==> src/rtl/ucnt_pkg.sv <==
package ucnt_pkg;
  typedef enum logic [1:0] {
    OP_HOLD = 2'd0,
    OP_LOAD = 2'd1,
    OP_INC  = 2'd2
  } ucnt_op_e;
endpackage

==> src/rtl/ucnt_ctrl.sv <==
module ucnt_ctrl
  import ucnt_pkg::*;
(
  input  logic     load_n,
  input  logic     cnt_en_n,
  input  logic     tc_reload,
  input  logic     term_n,
  output ucnt_op_e op,
  output logic     reload_evt,
  output logic     wrap_evt
);
  logic counting;

  // Counting happens only when load is off and enable is on.
  assign counting   = load_n && !cnt_en_n;
  assign reload_evt = counting && !term_n && tc_reload;
  assign wrap_evt   = counting && !term_n && !tc_reload;

  // Priority: explicit load, then hold, then reload on terminal count, then increment.
  always_comb begin
    if (!load_n)         op = OP_LOAD;
    else if (cnt_en_n)   op = OP_HOLD;
    else if (reload_evt) op = OP_LOAD;
    else                 op = OP_INC;
  end
endmodule

==> src/rtl/ucnt_reg.sv <==
module ucnt_reg
  import ucnt_pkg::*;
#(
  parameter int unsigned W = 8
) (
  input  logic         clk,
  input  logic         arst,
  input  ucnt_op_e     op,
  input  logic [W-1:0] preset,
  output logic [W-1:0] count_q
);
  function automatic logic [W-1:0] next_value(ucnt_op_e o, logic [W-1:0] cur,
                                               logic [W-1:0] pre);
    case (o)
      OP_LOAD: return pre;
      OP_INC:  return cur + {{(W-1){1'b0}}, 1'b1};
      default: return cur;
    endcase
  endfunction

  always_ff @(posedge clk or posedge arst) begin
    if (arst) count_q <= '0;
    else      count_q <= next_value(op, count_q, preset);
  end
endmodule

==> src/rtl/ucnt_tc.sv <==
module ucnt_tc #(
  parameter int unsigned W = 8
) (
  input  logic [W-1:0] count,
  output logic         term_n
);
  function automatic logic all_ones(logic [W-1:0] v);
    return &v;
  endfunction

  assign term_n = !all_ones(count);
endmodule

==> src/rtl/preset_upcounter.sv <==
module preset_upcounter
  import ucnt_pkg::*;
#(
  parameter int unsigned W = 8
) (
  input  logic         clk_i,
  input  logic         arst_i,
  input  logic [W-1:0] preset_i,
  input  logic         load_n_i,
  input  logic         cnt_en_n_i,
  input  logic         tc_reload_i,
  output logic [W-1:0] count_o,
  output logic         term_n_o
);
  localparam logic [W-1:0] ALL_ONES = '1;

  ucnt_op_e     op;
  logic         reload_evt;
  logic         wrap_evt;
  logic [W-1:0] count_q;
  logic         term_n;

  ucnt_ctrl u_ctrl (
    .load_n     (load_n_i),
    .cnt_en_n   (cnt_en_n_i),
    .tc_reload  (tc_reload_i),
    .term_n     (term_n),
    .op         (op),
    .reload_evt (reload_evt),
    .wrap_evt   (wrap_evt)
  );

  ucnt_reg #(.W(W)) u_reg (
    .clk     (clk_i),
    .arst    (arst_i),
    .op      (op),
    .preset  (preset_i),
    .count_q (count_q)
  );

  ucnt_tc #(.W(W)) u_tc (
    .count  (count_q),
    .term_n (term_n)
  );

  assign count_o  = count_q;
  assign term_n_o = term_n;


  reset_state_chk: assert property (@(posedge clk_i)
    arst_i |-> (count_o == '0 && term_n_o));


  load_chk: assert property (@(posedge clk_i) disable iff (arst_i)
    !load_n_i |=> count_o == $past(preset_i));


  inc_chk: assert property (@(posedge clk_i) disable iff (arst_i)
    (load_n_i && !cnt_en_n_i && term_n_o) |=> count_o == $past(count_o) + 1'b1);


  hold_chk: assert property (@(posedge clk_i) disable iff (arst_i)
    (load_n_i && cnt_en_n_i) |=> $stable(count_o));


  term_flag_chk: assert property (@(posedge clk_i) disable iff (arst_i)
    (count_o == ALL_ONES) |-> !term_n_o);


  wrap_chk: assert property (@(posedge clk_i) disable iff (arst_i)
    wrap_evt |=> count_o == '0);


  reload_chk: assert property (@(posedge clk_i) disable iff (arst_i)
    reload_evt |=> count_o == $past(preset_i));
endmodule

==> config.mk <==
export PLATFORM = sky130hd
export DESIGN_NAME = preset_upcounter
export DESIGN_NICKNAME = d
export VERILOG_FILES = /design/src/rtl/ucnt_pkg.sv /design/src/rtl/ucnt_ctrl.sv /design/src/rtl/ucnt_reg.sv /design/src/rtl/ucnt_tc.sv /design/src/rtl/preset_upcounter.sv
export SDC_FILE = /design/constraint.sdc
export NUM_CORES = 1
export LEC_CHECK = 0
export ABC_CLOCK_PERIOD_IN_PS = 2100
export BUFFER_PORTS_ARGS = -buffer_cell sky130_fd_sc_hd__buf_2
export CAP_MARGIN = 20
export CORE_MARGIN = 1.5
export CORE_UTILIZATION = 28
export DETAILED_ROUTE_END_ITERATION = 10
export HOLD_SLACK_MARGIN = 0.03
export MAX_ROUTING_LAYER = met4
export RECOVER_POWER = 25
export SLEW_MARGIN = 25
export SYNTH_ARGS = -nofsm -noshare
export SYNTH_HDL_FRONTEND = slang
export SYNTH_SLANG_ARGS = --single-unit
==> constraint.sdc <==
create_clock -name clk_i -period 2.1 [get_ports clk_i]
set_clock_uncertainty 0.2 [all_clocks]
set_input_delay 0.42 -clock clk_i [delete_from_list [all_inputs] [get_ports clk_i]]
set_output_delay 0.42 -clock clk_i [all_outputs]
set_load 0.005 [all_outputs]
**Word level (Yosys, flattened, before mapping)**

Cells that the tools add are included.

- Bits in registers: 8
- Output and inout bits: 9
- Bits of input ports: 13

- Multiplexer cells: 4
- $add $sub $neg: 1
- Eq/ne operators: 2
- Reduce and logical (&&, ||, !) cells: 7

Operators with widths:

| kind | number |
|---|---|
| $pmux W8 S2 | 1 |
| $add A8 B1 Y8 const B | 1 |
| $reduce_and A8 Y1 | 1 |
| $mux W2 | 3 |
| $logic_and A1 B1 Y1 | 3 |
| $eq A2 B1 Y1 const B | 1 |
| $eq A2 B2 Y1 const B | 1 |
| $logic_not A1 Y1 | 2 |
| $reduce_bool A2 Y1 | 1 |

**Depth between registers and ports, before layout**

- Depth in word-level cells: 9
- Mapped depth: 5

**Cells and area by module**

From an unflattened synthesis, not the netlist that was laid out.

- Cells, all modules: 66
- Area, all modules: 585.6 um^2

Modules (own cells, without submodules):

| module | area each (um^2) | cells an instance | instances | seq. area each (um^2) |
|---|---|---|---|---|
| ucnt_reg | 506.7 | 57 | 1 | 200.2 |
| ucnt_ctrl | 60.1 | 6 | 1 | 0.0 |
| ucnt_tc | 18.8 | 3 | 1 | 0.0 |

**Worst setup path after synthesis**

Ideal clock, no wire load.

- Kind: register to register
- Start: reg u_reg.count_q[0]
- End: reg u_reg.count_q[7]
- Stages on the path, launching flop included: 6
- Path slack: 0.297 ns
- Arrival: 1.478 ns
- Setup time: 0.125 ns
- Cells stage by stage: dfrtp_1 ha_1 and3_2 a31o_4 nand2_2 mux2_4

- Cells in the longest elaborated chain, start to end: 8
- Elaborated cells on any way between the ends: 11

RTL lines:

| item | RTL line | source |
|---|---|---|
| from (decl) | ucnt_reg.sv:10 | `output logic [W-1:0] count_q` |
| from (signal assigned) | ucnt_reg.sv:23 | `else count_q <= next_value(op, count_q, preset);` |
| $reduce_and A8 Y1 | ucnt_tc.sv:8 | `return &v;` |
| $logic_and A1 B1 Y1 (2 in a row) | ucnt_ctrl.sv:16 | `assign reload_evt = counting && !term_n && tc_reload;` |
| $mux W2 | ucnt_ctrl.sv:23 | `else if (reload_evt) op = OP_LOAD;` |
| $mux W2 | ucnt_ctrl.sv:22 | `else if (cnt_en_n) op = OP_HOLD;` |
| $mux W2 | ucnt_ctrl.sv:21 | `if (!load_n) op = OP_LOAD;` |
| $eq A2 B2 Y1 or $eq A2 B1 Y1 (tied branches) | ucnt_reg.sv:14 | `case (o)` |
| $pmux W8 S2 or $reduce_bool A2 Y1 (tied branches) | -- |  |

Several ways; a longest one is shown, not always the timed one.
A chain may end at the register's enable or synchronous reset.

**Worst setup path after layout**

- Start: reg u_reg.count_q[0]
- End: out term_n_o

- Cells in the longest elaborated chain, start to end: 2

RTL lines:

| item | RTL line | source |
|---|---|---|
| $reduce_and A8 Y1 | ucnt_tc.sv:8 |  |
| $logic_not A1 Y1 | ucnt_tc.sv:11 | `assign term_n = !all_ones(count);` |
| to (decl) | preset_upcounter.sv:13 | `output logic term_n_o` |

No other way between the ends.

==> results.sh <==
export IMPL_combPwrFrac_pct=27.3
export IMPL_grt_pass1_wl_mm=2.125
export IMPL_tns_ns=0
export IMPL_wl_met3_um=80
export IMPL_grt_pass1_vias=444
export IMPL_ys_types=31
export IMPL_cp_cell_sequence="ha_1, and3_2, nand2_1, buf_2"
export IMPL_ios=22
export IMPL_netlist_area_sq_um=554.3
export IMPL_syn_num_nets=77
export IMPL_path_buf_inv=1
export IMPL_post_cts_resized=0
export IMPL_vdd_drop_max_mv=0.2744
export IMPL_cp_arrival_ns=1.34
export IMPL_fp_dieW_um=47.49
export IMPL_fp_row_count=15
export IMPL_drt_first_iter_violations=27
export IMPL_clk_pin_slew_ns=0.06
export IMPL_crit_required_ns=1.48
export IMPL_grt_max_degree=10
export IMPL_p_switching_w=0.0001433
export IMPL_layout_common_cells="buf_2, nand2_1, dfrtp_1"
export IMPL_p_leak_nw=0.3244
export IMPL_dieArea_sq_um=2255
export IMPL_overflow=0
export IMPL_startpoint_type="flip-flop"
export IMPL_min_period_ns=1.965
export IMPL_seq_area_frac_synth_pct=36.12
export IMPL_root_buffer="clkbuf_4"
export IMPL_ys_ff_latch=8
export IMPL_r2r_slack_ns=0.24
export IMPL_antenna_found_initial=0
export IMPL_max_stage_delay_ns=0.42
export IMPL_yosys_area_top_type_share_pct=36.12
export IMPL_cts_buffers_inserted=3
export IMPL_cts_tree="yes"
export IMPL_hold_class="in2reg"
export IMPL_worst_pin_slew_ns=0.3518
export IMPL_reg2regPathDepth=5
export IMPL_internal_power_w=0.0003004
export IMPL_status="finished clean"
export IMPL_antenna_cells=0
export IMPL_grtUsageTotal_pct=14.42
export IMPL_dr_total_vias=572
export IMPL_timing_rr_start="u_reg.count_q[0]$_DFFE_PP0P_"
export IMPL_drt_total_wl_mm=1.434
export IMPL_regMostFlops="u_reg.count_q"
export IMPL_largest_reg_flops=8
export IMPL_power_density_nw_per_um2=623.3
export IMPL_avgViaCountPerCell=5.107
export IMPL_worst_setup_path_end_kind="output port"
export IMPL_wl_met1_um=719
export IMPL_hp_start="preset_i[7]"
export IMPL_finalHoldViolations=0
export IMPL_fin_ws_ns=0.1354
export IMPL_final_common_cell="buf_2"
export IMPL_drc_errors=0
export IMPL_core_area_sq_um=1783
export IMPL_crit_path_top_delay_cell="dfrtp_1"
export IMPL_initial_utilization_pct=31.09
export IMPL_cts_max_level=1
export IMPL_drive_gt1_share_pct=34.48
export IMPL_critPathLaunch="u_reg.count_q[0]$_DFFE_PP0P_"
export IMPL_wl_met2_um=615
export IMPL_post_place_ws_ns=0.2562
export IMPL_crit_fanout=5
export IMPL_drtAntennaViolNets=0
export IMPL_drv_cap=0
export IMPL_timing_setup_critical_path_class="reg2out"
export IMPL_routedWlPerCell_um=12.80
export IMPL_setup_violations=0
export IMPL_dr_pass1_iters=4
export IMPL_clk_latency_ns=0.25
export IMPL_area_growth_pct=28.44
export IMPL_seqPwrFrac_pct=45.6
export IMPL_rsz0062_at_grt="false"
export IMPL_yosys_warnings=0
export IMPL_hold_end="u_reg.count_q[7]$_DFFE_PP0P_"
export IMPL_top_layer="met4"
export IMPL_post_route_period_util_pct=93.55
export IMPL_slew_headroom_pct=76.47
export IMPL_fp_dieH_um=47.49
export IMPL_switching_share_pct=32.30
export IMPL_fmax_ghz=0.5090
export IMPL_drv_slew=0
export IMPL_clk_path_buf_depth=2
export IMPL_cts_sinks=8
export IMPL_yosys_area_top_type="dfrtp_1"
export IMPL_synth_area_per_cell_sq_um=8.798
export IMPL_r2r_end="u_reg.count_q[7]$_DFFE_PP0P_"
export IMPL_io_buffers=21
export IMPL_fin_total_pwr_w=0.0004438
export IMPL_clock_power_share_pct=27.1
export IMPL_crit_family="flip-flops"
export IMPL_syn_inst=63
export IMPL_fillers=199
export IMPL_yosys_top_cells_area="dfrtp_1, nand2_1, o211ai_1"
export IMPL_largestRegisters="u_reg.count_q: 8 flops"
export IMPL_nets=103
export IMPL_final_util_pct=39.93
export IMPL_globalplace_congestion=0.8594
export IMPL_holdPathStages=2
## synthesized netlist by cell type (all sizes together)
library cell,count
nor2,3
a21oi,4
buf,1
nor4,1
o31a,1
o311a,1
o21a,1
mux2i,1
and4b,1
nand2b,1
nor3b,2
and4,1
nand4,1
o21ai,2
nand3,4
nand2,11
a31oi,2
and2,1
ha,1
nor3,3
and3,1
dfrtp,8
o211ai,3
mux2,1
inv,4
o31ai,1
a31o,1
o311ai,1
## per-layer routing
metal | up-vias | track usage, %
met3 | 2 | 4.528
met2 | 20 | 19.73
li1 | 284 | -
met5 | - | -
met4 | 0 | 5.000
met1 | 266 | 19.86
## worst max-delay path by stage
stage	to	slack, ns	cells after the start
after floorplan	u_reg.count_q[7]$_DFFE_PP0P_	0.30	5
after global placement	u_reg.count_q[7]$_DFFE_PP0P_	0.28	5
after detailed placement	u_reg.count_q[7]$_DFFE_PP0P_	0.26	5
after CTS	term_n_o	0.13	4
after global routing	term_n_o	0.08	4
final	term_n_o	0.14	4
## cell families (layout without fill, tap and decap cells)
group	count (synthesis)	after routing	share of synthesized area (%)
buf+inv	5	29	4.739
mux	2	2	4.514
fa+ha+maj	1	1	2.257
compound gates	17	17	23.70
simple gates	30	30	28.67
flops	8	8	36.12
## final cells by class
type	count	area [sq um]	share of cell area (%)
clock buffer	3	22.52	3.163
multi-input combinational	50	327.8	46.05
timing repair buffer	22	115.1	16.17
sequential	8	200.2	28.12
inverter	4	15.01	2.109
tap	25	31.28	4.394
## what timing repair did
action / CTS / global route
buffers inserted: 0 / 0
endpoints found under the hold margin: 8 / 0
hold buffers: 1 / 0
## per-stage QoR
step                      hold WS [ns]  cells  area, sq um
after floorplan                0.03566     63        554.3
after global placement          0.1996    108        679.4
after detailed placement        0.1983    108        679.4
after CTS                       0.1952    112        711.9
after global routing            0.2068    112        711.9
final                           0.1994    112        711.9
## power groups by stage
stage / clock, W / sequential (W) / combinational (W)
6_report: 0.000120 / 0.000202 / 0.000121
5_1_grt: 0.000133 / 0.000206 / 0.000138
4_1_cts: 0.000127 / 0.000202 / 0.000123
3_5_place_dp: 0 / 0.000204 / 0.000121
3_3_place_gp: 0 / 0.000204 / 0.000120
2_1_floorplan: 0 / 0.000202 / 0.0000718
Note: power is estimated with default switching activity, not from simulation.
